--- src/rtl/shadow_pkg.sv ---
package shadow_pkg;
  typedef enum logic [1:0] {
    MODE_ROM    = 2'b00,
    MODE_COPY   = 2'b01,
    MODE_SHADOW = 2'b10,
    MODE_RAM    = 2'b11
  } mode_t;

  typedef struct packed {
    logic rom_cs;
    logic ram_cs;
    logic ram_we;
    logic blocked;
  } route_t;
endpackage

--- src/rtl/shadow_mode_reg.sv ---
module shadow_mode_reg
  import shadow_pkg::*;
(
  input  logic       clk,
  input  logic       rst_n,
  input  logic       load,
  input  logic [1:0] value,
  output mode_t      mode
);
  always_ff @(posedge clk) begin
    if (!rst_n)    mode <= MODE_ROM;
    else if (load) mode <= mode_t'(value);
  end
endmodule

--- src/rtl/shadow_win_match.sv ---
module shadow_win_match #(
  parameter int ADDR_W   = 20,
  parameter int WIN_LOG2 = 16
) (
  input  logic [ADDR_W-1:0] addr,
  output logic              hit
);
  // The window is the topmost 2**WIN_LOG2 bytes of the address space.
  localparam logic [ADDR_W-1:0] WIN_MASK = {ADDR_W{1'b1}} << WIN_LOG2;
  localparam logic [ADDR_W-1:0] WIN_BASE = WIN_MASK;

  assign hit = ((addr & WIN_MASK) == WIN_BASE);
endmodule

--- src/rtl/shadow_route.sv ---
module shadow_route
  import shadow_pkg::*;
(
  input  logic   in_win,
  input  logic   rd,
  input  logic   wr,
  input  mode_t  mode,
  output route_t route
);
  logic rd_only;
  assign rd_only = rd & ~wr;   // a write wins when both strobes are high

  always_comb begin
    route = '0;
    if (!in_win) begin
      route.ram_cs = rd_only | wr;
      route.ram_we = wr;
    end else begin
      unique case (mode)
        MODE_ROM: begin
          route.rom_cs  = rd_only;
          route.blocked = wr;
        end
        MODE_COPY: begin
          route.rom_cs = rd_only;
          route.ram_cs = wr;
          route.ram_we = wr;
        end
        MODE_SHADOW: begin
          route.ram_cs  = rd_only;
          route.blocked = wr;
        end
        MODE_RAM: begin
          route.ram_cs = rd_only | wr;
          route.ram_we = wr;
        end
        default: route = '0;
      endcase
    end
  end
endmodule

--- src/rtl/shadow_viol_flag.sv ---
module shadow_viol_flag (
  input  logic clk,
  input  logic rst_n,
  input  logic blocked,
  output logic pulse
);
  always_ff @(posedge clk) begin
    if (!rst_n) pulse <= 1'b0;
    else        pulse <= blocked;
  end
endmodule

--- src/rtl/shadow_decoder.sv ---
module shadow_decoder
  import shadow_pkg::*;
#(
  parameter int ADDR_W   = 20,
  parameter int WIN_LOG2 = 16
) (
  input  logic              clk,
  input  logic              rst_n,
  input  logic [ADDR_W-1:0] bus_addr,
  input  logic              bus_rd,
  input  logic              bus_wr,
  input  logic              cfg_wr,
  input  logic [1:0]        cfg_wdata,
  output logic              rom_cs,
  output logic              ram_cs,
  output logic              ram_we,
  output logic              wp_viol
);
  mode_t  mode;
  logic   in_win;
  route_t route;

  shadow_mode_reg u_mode (
    .clk   (clk),
    .rst_n (rst_n),
    .load  (cfg_wr),
    .value (cfg_wdata),
    .mode  (mode)
  );

  shadow_win_match #(.ADDR_W(ADDR_W), .WIN_LOG2(WIN_LOG2)) u_win (
    .addr (bus_addr),
    .hit  (in_win)
  );

  shadow_route u_route (
    .in_win (in_win),
    .rd     (bus_rd),
    .wr     (bus_wr),
    .mode   (mode),
    .route  (route)
  );

  shadow_viol_flag u_viol (
    .clk     (clk),
    .rst_n   (rst_n),
    .blocked (route.blocked),
    .pulse   (wp_viol)
  );

  assign rom_cs = route.rom_cs;
  assign ram_cs = route.ram_cs;
  assign ram_we = route.ram_we;
endmodule

--- config.mk ---
export PLATFORM = sky130hd
export DESIGN_NAME = shadow_decoder
export DESIGN_NICKNAME = d
export VERILOG_FILES = /design/src/rtl/shadow_pkg.sv /design/src/rtl/shadow_mode_reg.sv /design/src/rtl/shadow_win_match.sv /design/src/rtl/shadow_route.sv /design/src/rtl/shadow_viol_flag.sv /design/src/rtl/shadow_decoder.sv
export SDC_FILE = /design/constraint.sdc
export NUM_CORES = 1
export LEC_CHECK = 0
export BUFFER_PORTS_ARGS = -buffer_cell sky130_fd_sc_hd__buf_2
export CAP_MARGIN = 30
export CORE_AREA = 2 2 39 41
export DETAILED_ROUTE_END_ITERATION = 6
export DIE_AREA = 0 0 41 43
export SYNTH_ARGS = -nofsm -noshare
export SYNTH_HDL_FRONTEND = slang
export SYNTH_SLANG_ARGS = --single-unit
--- constraint.sdc ---
create_clock -name clk -period 0.8 [get_ports clk]
set_input_delay 0 -clock clk [delete_from_list [all_inputs] [get_ports clk]]
set_output_delay 0 -clock clk [all_outputs]
set_load 0.1 [all_outputs]
==> metrics.txt, run 1 <==
# TYPE chip_impl_metric gauge
chip_impl_metric{name="max_slew.worst_pin.slew",unit="ns"} 0.218
chip_impl_metric{name="timing.clock.skew",unit="ns"} 0.000456
chip_impl_metric{name="vdd_ir_drop_max",unit="V"} 0.000525
chip_impl_metric{name="globalRouteOverflowTotal",unit=""} 0
chip_impl_metric{name="p_per_area",unit="mW/mm²"} 1570
chip_impl_metric{name="numCtsBuffers",unit=""} 3
chip_impl_metric{name="cp.required",unit="ns"} 0.80
chip_impl_metric{name="avgSynthCellArea",unit="µm²"} 8.99
chip_impl_metric{name="post_cts_resized",unit=""} 0
chip_impl_metric{name="finalWorstPathRequiredPeriod",unit="ns"} 1.05
chip_impl_metric{name="report.final.slew_viol_count",unit=""} 0
chip_impl_metric{name="antenna-diode-count",unit=""} 0
chip_impl_metric{name="syn_inst",unit=""} 16
chip_impl_metric{name="synth_seq_area_share",unit="%"} 41.7
chip_impl_metric{name="cts.htree.levels",unit=""} 1
chip_impl_info{name="cp-end-kind",value="output pin"} 1
chip_impl_metric{name="final_net_count",unit=""} 64
chip_impl_metric{name="cellLeakagePower",unit="nW"} 0.172
chip_impl_metric{name="reg2reg_setup_slack",unit="ns"} 0.12
chip_impl_info{name="failed_checks",value="negative setup slack"} 1
chip_impl_metric{name="detailed_routing_iterations_pass_1",unit=""} 1
chip_impl_metric{name="dp_slack",unit="ns"} -0.0659
chip_impl_metric{name="clk_latency",unit="ns"} 0.22
chip_impl_metric{name="syn_nets",unit=""} 43
chip_impl_metric{name="gp_routability_congestion",unit=""} 0.610
chip_impl_metric{name="areaGrowthSynthToFinish",unit="%"} 162
chip_impl_metric{name="initial_antenna_violation_count",unit=""} 0
chip_impl_metric{name="synthesis.area",unit="µm²"} 144
chip_impl_metric{name="ys_ff_latch",unit=""} 3
chip_impl_info{name="tritoncts",value="yes"} 1
chip_impl_metric{name="setup_viol",unit=""} 3
chip_impl_metric{name="core.rowCount",unit=""} 14
chip_impl_info{name="synthTopCellsByArea",value="dfxtp_1 42%, mux2i_1 14%, nand4_2 8.7%"} 1
chip_impl_metric{name="finalCritPeriodShare",unit="%"} 131
chip_impl_metric{name="cts_setup_buffers",unit=""} 0
chip_impl_metric{name="first_global_vias",unit=""} 171
chip_impl_metric{name="number_of_failing_hold_endpoints_at_the_final_stage",unit=""} 0
chip_impl_metric{name="relSlewSlack",unit="%"} 85.5
chip_impl_metric{name="totalNegativeSetupSlack",unit="ns"} -0.558
chip_impl_metric{name="synthDistinctLibCells",unit=""} 10
chip_impl_metric{name="dieArea",unit="mm²"} 0.00176
chip_impl_info{name="timing.hold.worst.class",value="in2reg"} 1
chip_impl_metric{name="hold_ws",unit="ns"} 0.0204
chip_impl_metric{name="achievable-frequency",unit="MHz"} 951
chip_impl_metric{name="detail-route-antenna-nets",unit=""} 0
chip_impl_metric{name="ys.warnings.count",unit=""} 0
chip_impl_metric{name="die_x",unit="µm"} 41
chip_impl_metric{name="drt_drc_violations_left",unit=""} 0
chip_impl_metric{name="finalWorstSetupSlack",unit="ns"} -0.252
chip_impl_metric{name="grt_first_pass_wirelength",unit="µm"} 607
chip_impl_metric{name="ios",unit=""} 31
chip_impl_metric{name="area_share_of_the_largest_cell_type_after_synthesis",unit="%"} 41.7
chip_impl_metric{name="maximum_number_of_pins_on_one_net_before_global_route_repair",unit=""} 5
chip_impl_metric{name="drt_initial_violations",unit=""} 0
chip_impl_metric{name="finish.utilization",unit="%"} 27.2
chip_impl_metric{name="maxCapViolations",unit=""} 0
chip_impl_info{name="most_common_cell_after_layout_fill_and_taps_aside",value="buf_2"} 1
chip_impl_metric{name="critPathArrivalTime",unit="ns"} 1.05
chip_impl_metric{name="numClockSinks",unit=""} 3
chip_impl_info{name="start_kind",value="flop"} 1
chip_impl_metric{name="wire_per_inst",unit="µm"} 7.69
chip_impl_metric{name="critPathMaxFanout",unit=""} 3
chip_impl_metric{name="global_route.usage.total",unit="%"} 5.92
chip_impl_metric{name="buffer_ports.inserted",unit=""} 14
chip_impl_info{name="layout_common_cells",value="10 x buf_2, 4 x buf_12, 3 x clkbuf_4, 3 x dfxtp_2"} 1
chip_impl_info{name="path_class",value="reg2out"} 1
chip_impl_metric{name="cts.reportedPaths.clkPinSlew",unit="ns"} 0.04
chip_impl_metric{name="die_h",unit="µm"} 43
chip_impl_metric{name="route.vias.total",unit=""} 181
chip_impl_metric{name="wl",unit="µm"} 400
chip_impl_metric{name="initial_utilization",unit="%"} 10.4
chip_impl_metric{name="drive_gt1_share",unit="%"} 75.0
chip_impl_info{name="setup_repair_after_global_routing_missed_its_margin",value="yes"} 1
chip_impl_info{name="post-synth-top-area-cell",value="dfxtp_1"} 1
chip_impl_metric{name="clock_tree.buffer_depth",unit=""} 2
chip_impl_metric{name="via_per_inst",unit=""} 3.48
chip_impl_metric{name="core_region_area",unit="mm²"} 0.00138
chip_impl_info{name="status",value="complete, but fails checks"} 1
chip_impl_info{name="clock_tree.root_cell",value="clkbuf_4"} 1
## state kept, by name (all words and copies together) (netlist names)
signal and flops:
u_viol.pulse 1, u_mode.mode 2
## cells by family after synthesis
group,Yosys count,synth area share (%)
AO/OA/AOI/OAI,2,6.96
buffers and inverters,1,2.61
multiplexers,2,13.9
flip-flops,3,41.7
AND/OR/NAND/NOR,8,34.8
## area by class of cell
type	instances	area [µm²]
clock buffer	4	26.3
fill	151	1010
inverter	1	7.51
multi-input combinational	12	114
sequential	3	63.8
tap	16	20.0
timing repair buffer	16	145
## critical path: stages (launching register included)
cell	delay [ns]
dfxtp_2	0.33
o21ai_4	0.18
clkinvlp_4	0.13
buf_12	0.17
## metrics by stage
| stage | instance area, µm² | instances | power [mW] |
|---|---|---|---|
| global route | 377 | 52 | 0.623 |
| finish | 377 | 52 | 0.593 |
| CTS | 377 | 52 | 0.605 |
| global placement | 350 | 48 | 0.338 |
| floorplan | 185 | 16 | 0.263 |
| detailed placement | 350 | 48 | 0.341 |
## report_power, final
part	leakage, nW	switching [mW]	internal [mW]
clock network	0.0150	0.0711	0.186
logic	0.132	0.0973	0.0713
registers	0.0258	0.00858	0.158
total	0.172	0.177	0.416
## synthesized netlist by cell type, drive strengths merged
master  count
dfxtp       3
mux2i       2
nor2        2
nor2b       2
o21ai       2
and3        1
inv         1
nand2b      1
nand4       1
nor3        1
## layer usage
metal / track usage, % / wire length [µm]
met5: 0 / 0
met4: 4.00 / 0
met3: 4.71 / 40
met2: 9.06 / 236
met1: 4.82 / 123
## path summary, 6_finish.rpt
path / from / endpoint / cells past startpoint
worst max-delay path: u_mode.mode[0]$_SDFFE_PN0P_ / ram_we / 3
worst min-delay path: rst_n / u_mode.mode[1]$_SDFFE_PN0P_ / 2
worst max register to register: u_mode.mode[0]$_SDFFE_PN0P_ / u_viol.pulse$_SDFF_PN0_ / 2
worst min register to register: u_mode.mode[0]$_SDFFE_PN0P_ / u_mode.mode[0]$_SDFFE_PN0P_ / 2
## repair_timing
item | CTS | global route
endpoints found under the setup margin | 3 | 3
pin swaps | 1 | 0
hold buffers | 0 | 0
(Power assumes the default switching activity.)
==> run 2, diff against run 1 <==
--- a/config.mk
+++ b/config.mk
@@ -10,6 +10,8 @@
 export CORE_AREA = 2 2 39 41
 export DETAILED_ROUTE_END_ITERATION = 6
 export DIE_AREA = 0 0 41 43
+export REMOVE_ABC_BUFFERS = 1
 export SYNTH_ARGS = -nofsm -noshare
 export SYNTH_HDL_FRONTEND = slang
 export SYNTH_SLANG_ARGS = --single-unit
+export TNS_END_PERCENT = 20
==> metrics.txt, run 2 (same netlist as run 1, synthesis figures left out) <==
# TYPE chip_impl_metric gauge
chip_impl_metric{name="dieArea",unit="mm²"} 0.00176
chip_impl_metric{name="cellLeakagePower",unit="nW"} 0.167
chip_impl_info{name="tritoncts",value="yes"} 1
chip_impl_metric{name="gp_routability_congestion",unit=""} 0.578
chip_impl_info{name="hold_path_startpoint",value="rst_n"} 1
chip_impl_metric{name="report.final.slew_viol_count",unit=""} 0
chip_impl_metric{name="initial_antenna_violation_count",unit=""} 0
chip_impl_metric{name="clk_latency",unit="ns"} 0.23
chip_impl_metric{name="timing.clock.skew",unit="ns"} 0.00286
chip_impl_metric{name="finalWorstPathRequiredPeriod",unit="ns"} 0.984
chip_impl_metric{name="dp_cells",unit=""} 47
chip_impl_metric{name="power.share.clock",unit="%"} 45.5
chip_impl_metric{name="largest_register_ffs",unit=""} 2
chip_impl_metric{name="globalRouteOverflowTotal",unit=""} 0
chip_impl_metric{name="cp.required",unit="ns"} 0.80
chip_impl_metric{name="areaGrowthSynthToFinish",unit="%"} 139
chip_impl_metric{name="wl",unit="µm"} 408
chip_impl_metric{name="initial_utilization",unit="%"} 10.4
chip_impl_info{name="start_kind",value="flop"} 1
chip_impl_metric{name="power.combinational.fraction",unit="%"} 26.2
chip_impl_metric{name="finalWorstSetupSlack",unit="ns"} -0.184
chip_impl_metric{name="finish.utilization",unit="%"} 24.9
chip_impl_info{name="reg2reg_to",value="u_viol.pulse$_SDFF_PN0_"} 1
chip_impl_metric{name="critical_path.max_stage_delay",unit="ns"} 0.35
chip_impl_metric{name="critPathArrivalTime",unit="ns"} 0.98
chip_impl_metric{name="finish.cell_count_without_fillers",unit=""} 51
chip_impl_metric{name="power.switching",unit="mW"} 0.174
chip_impl_metric{name="setup_viol",unit=""} 3
chip_impl_metric{name="vdd_ir_drop_max",unit="V"} 0.000284
chip_impl_metric{name="timing.reg2reg.worst_path_depth",unit=""} 2
chip_impl_metric{name="cts_setup_buffers",unit=""} 0
chip_impl_metric{name="worst_hold_path_stage_count",unit=""} 2
chip_impl_metric{name="grt_first_pass_wirelength",unit="µm"} 662
chip_impl_metric{name="detailed_routing_iterations_pass_1",unit=""} 2
chip_impl_metric{name="via_per_inst",unit=""} 3.45
chip_impl_metric{name="core_region_area",unit="mm²"} 0.00138
chip_impl_metric{name="first_global_vias",unit=""} 184
chip_impl_metric{name="number_of_failing_hold_endpoints_at_the_final_stage",unit=""} 0
chip_impl_metric{name="achievable-frequency",unit="MHz"} 1020
chip_impl_metric{name="numCtsBuffers",unit=""} 3
chip_impl_metric{name="route.vias.total",unit=""} 176
chip_impl_metric{name="wire_per_inst",unit="µm"} 8.00
chip_impl_metric{name="maxCapViolations",unit=""} 0
chip_impl_metric{name="num-fill-cells",unit=""} 158
chip_impl_metric{name="power.internal",unit="mW"} 0.407
chip_impl_metric{name="critPathMaxFanout",unit=""} 3
chip_impl_info{name="holdPathEnd",value="u_mode.mode[1]$_SDFFE_PN0P_"} 1
chip_impl_metric{name="die_h",unit="µm"} 43
chip_impl_metric{name="final_net_count",unit=""} 63
chip_impl_info{name="crit-reg2reg-launch",value="u_mode.mode[0]$_SDFFE_PN0P_"} 1
chip_impl_metric{name="dp_slack",unit="ns"} -0.0377
chip_impl_metric{name="sw_frac_of_total",unit="%"} 30.0
chip_impl_metric{name="hold_ws",unit="ns"} 0.0103
chip_impl_metric{name="cts.hold.buffers_added",unit=""} 0
chip_impl_metric{name="postPlaceCellArea",unit="µm²"} 302
chip_impl_metric{name="buffer_ports.inserted",unit=""} 14
chip_impl_info{name="setup_repair_after_global_routing_missed_its_margin",value="yes"} 1
chip_impl_metric{name="p_per_area",unit="mW/mm²"} 1690
chip_impl_metric{name="global_route.usage.total",unit="%"} 6.32
chip_impl_info{name="timing.critical_path.cells",value="nor2_2 > o21ai_2 > buf_12"} 1
chip_impl_info{name="timing.hold.worst.class",value="in2reg"} 1
chip_impl_metric{name="drive_gt1_share",unit="%"} 68.6
chip_impl_metric{name="relSlewSlack",unit="%"} 90.4
chip_impl_metric{name="cts.htree.levels",unit=""} 1
chip_impl_metric{name="drt_drc_violations_left",unit=""} 0
chip_impl_metric{name="max_slew.worst_pin.slew",unit="ns"} 0.140
chip_impl_info{name="most_common_cell_after_layout_fill_and_taps_aside",value="buf_2"} 1
chip_impl_metric{name="antenna-diode-count",unit=""} 0
chip_impl_metric{name="die_x",unit="µm"} 41
chip_impl_metric{name="detail-route-antenna-nets",unit=""} 0
chip_impl_metric{name="clock_tree.buffer_depth",unit=""} 2
chip_impl_metric{name="ios",unit=""} 31
chip_impl_metric{name="numClockSinks",unit=""} 3
chip_impl_metric{name="drt_initial_violations",unit=""} 1
chip_impl_metric{name="maximum_number_of_pins_on_one_net_before_global_route_repair",unit=""} 5
chip_impl_metric{name="seq_power_share",unit="%"} 28.3
chip_impl_info{name="status",value="complete, but fails checks"} 1
chip_impl_metric{name="post_route_cell_area",unit="µm²"} 344
chip_impl_info{name="cp-end-kind",value="output pin"} 1
chip_impl_info{name="path_class",value="reg2out"} 1
chip_impl_metric{name="reg2reg_setup_slack",unit="ns"} 0.11
chip_impl_info{name="clock_tree.root_cell",value="clkbuf_4"} 1
chip_impl_info{name="failed_checks",value="negative setup slack"} 1
chip_impl_info{name="critPathSlowestCell",value="dfxtp_2"} 1
chip_impl_metric{name="core.rowCount",unit=""} 14
chip_impl_info{name="layout_common_cells",value="10 x buf_2, 4 x buf_12, 3 x clkbuf_4"} 1
chip_impl_info{name="regMostFlops",value="u_mode.mode"} 1
chip_impl_metric{name="cts.reportedPaths.clkPinSlew",unit="ns"} 0.04
chip_impl_info{name="top_regs",value="u_mode.mode (2), u_viol.pulse (1)"} 1
chip_impl_metric{name="finalCritPeriodShare",unit="%"} 123
==> run 2: cell type report <==
class	count	area (µm²)	area share, %
clock buffer	4	26.3	7.64
sequential	3	61.3	17.8
inverter	1	3.75	1.09
timing repair buffer	15	138	40.0
tap	16	20.0	5.82
multi-input combinational	12	95.1	27.6
==> run 2: power groups by stage <==
| stage | logic (mW) | registers, mW | clock network, mW |
|---|---|---|---|
| global placement | 0.147 | 0.164 | 0 |
| CTS | 0.154 | 0.164 | 0.281 |
| finish | 0.153 | 0.164 | 0.265 |
| detailed placement | 0.148 | 0.165 | 0 |
| global route | 0.159 | 0.165 | 0.299 |
| floorplan | 0.0765 | 0.166 | 0 |
==> run 2: repair_timing <==
item                       CTS  global route
setup endpoints to repair    3             3
resized for setup            5             0
pin swaps                    1             1
hold endpoints to repair     0             0
==> run 2: worst max path at each step <==
stage	start	to	slack (ns)	cells after the start
after global routing	u_mode.mode[1]$_SDFFE_PN0P_	rom_cs	-0.24	3
final	u_mode.mode[1]$_SDFFE_PN0P_	ram_cs	-0.18	3
after CTS	u_mode.mode[1]$_SDFFE_PN0P_	ram_cs	-0.20	3
after floorplan	u_mode.mode[1]$_SDFFE_PN0P_	rom_cs	-1.57	1
after global placement	u_mode.mode[1]$_SDFFE_PN0P_	ram_cs	-0.005	3
after detailed placement	u_mode.mode[1]$_SDFFE_PN0P_	ram_cs	-0.04	3
==> run 2: metal layers <==
layer	wire [µm]	track usage, %	up-vias	part of all wire [%]
met3	30	3.14	0	7.4
met4	0	8.00	0	0
met5	0	0	-	0
li1	-	-	94	-
met1	108	4.49	78	26
met2	269	9.69	4	66
==> run 2: worst max-delay path: cells and delay by family (launching register included) <==
kind | cells | cell delay (ns)
flops | 1 | 0.35
simple gates | 1 | 0.05
compound gates | 1 | 0.16
buf+inv | 1 | 0.19
==> run 2: through the flow <==
stage	power (mW)	setup TNS [ns]
after global placement	0.311	-0.00948
final	0.581	-0.505
after detailed placement	0.313	-0.0377
after floorplan	0.243	-2.79
after CTS	0.599	-0.573
after global routing	0.623	-0.687
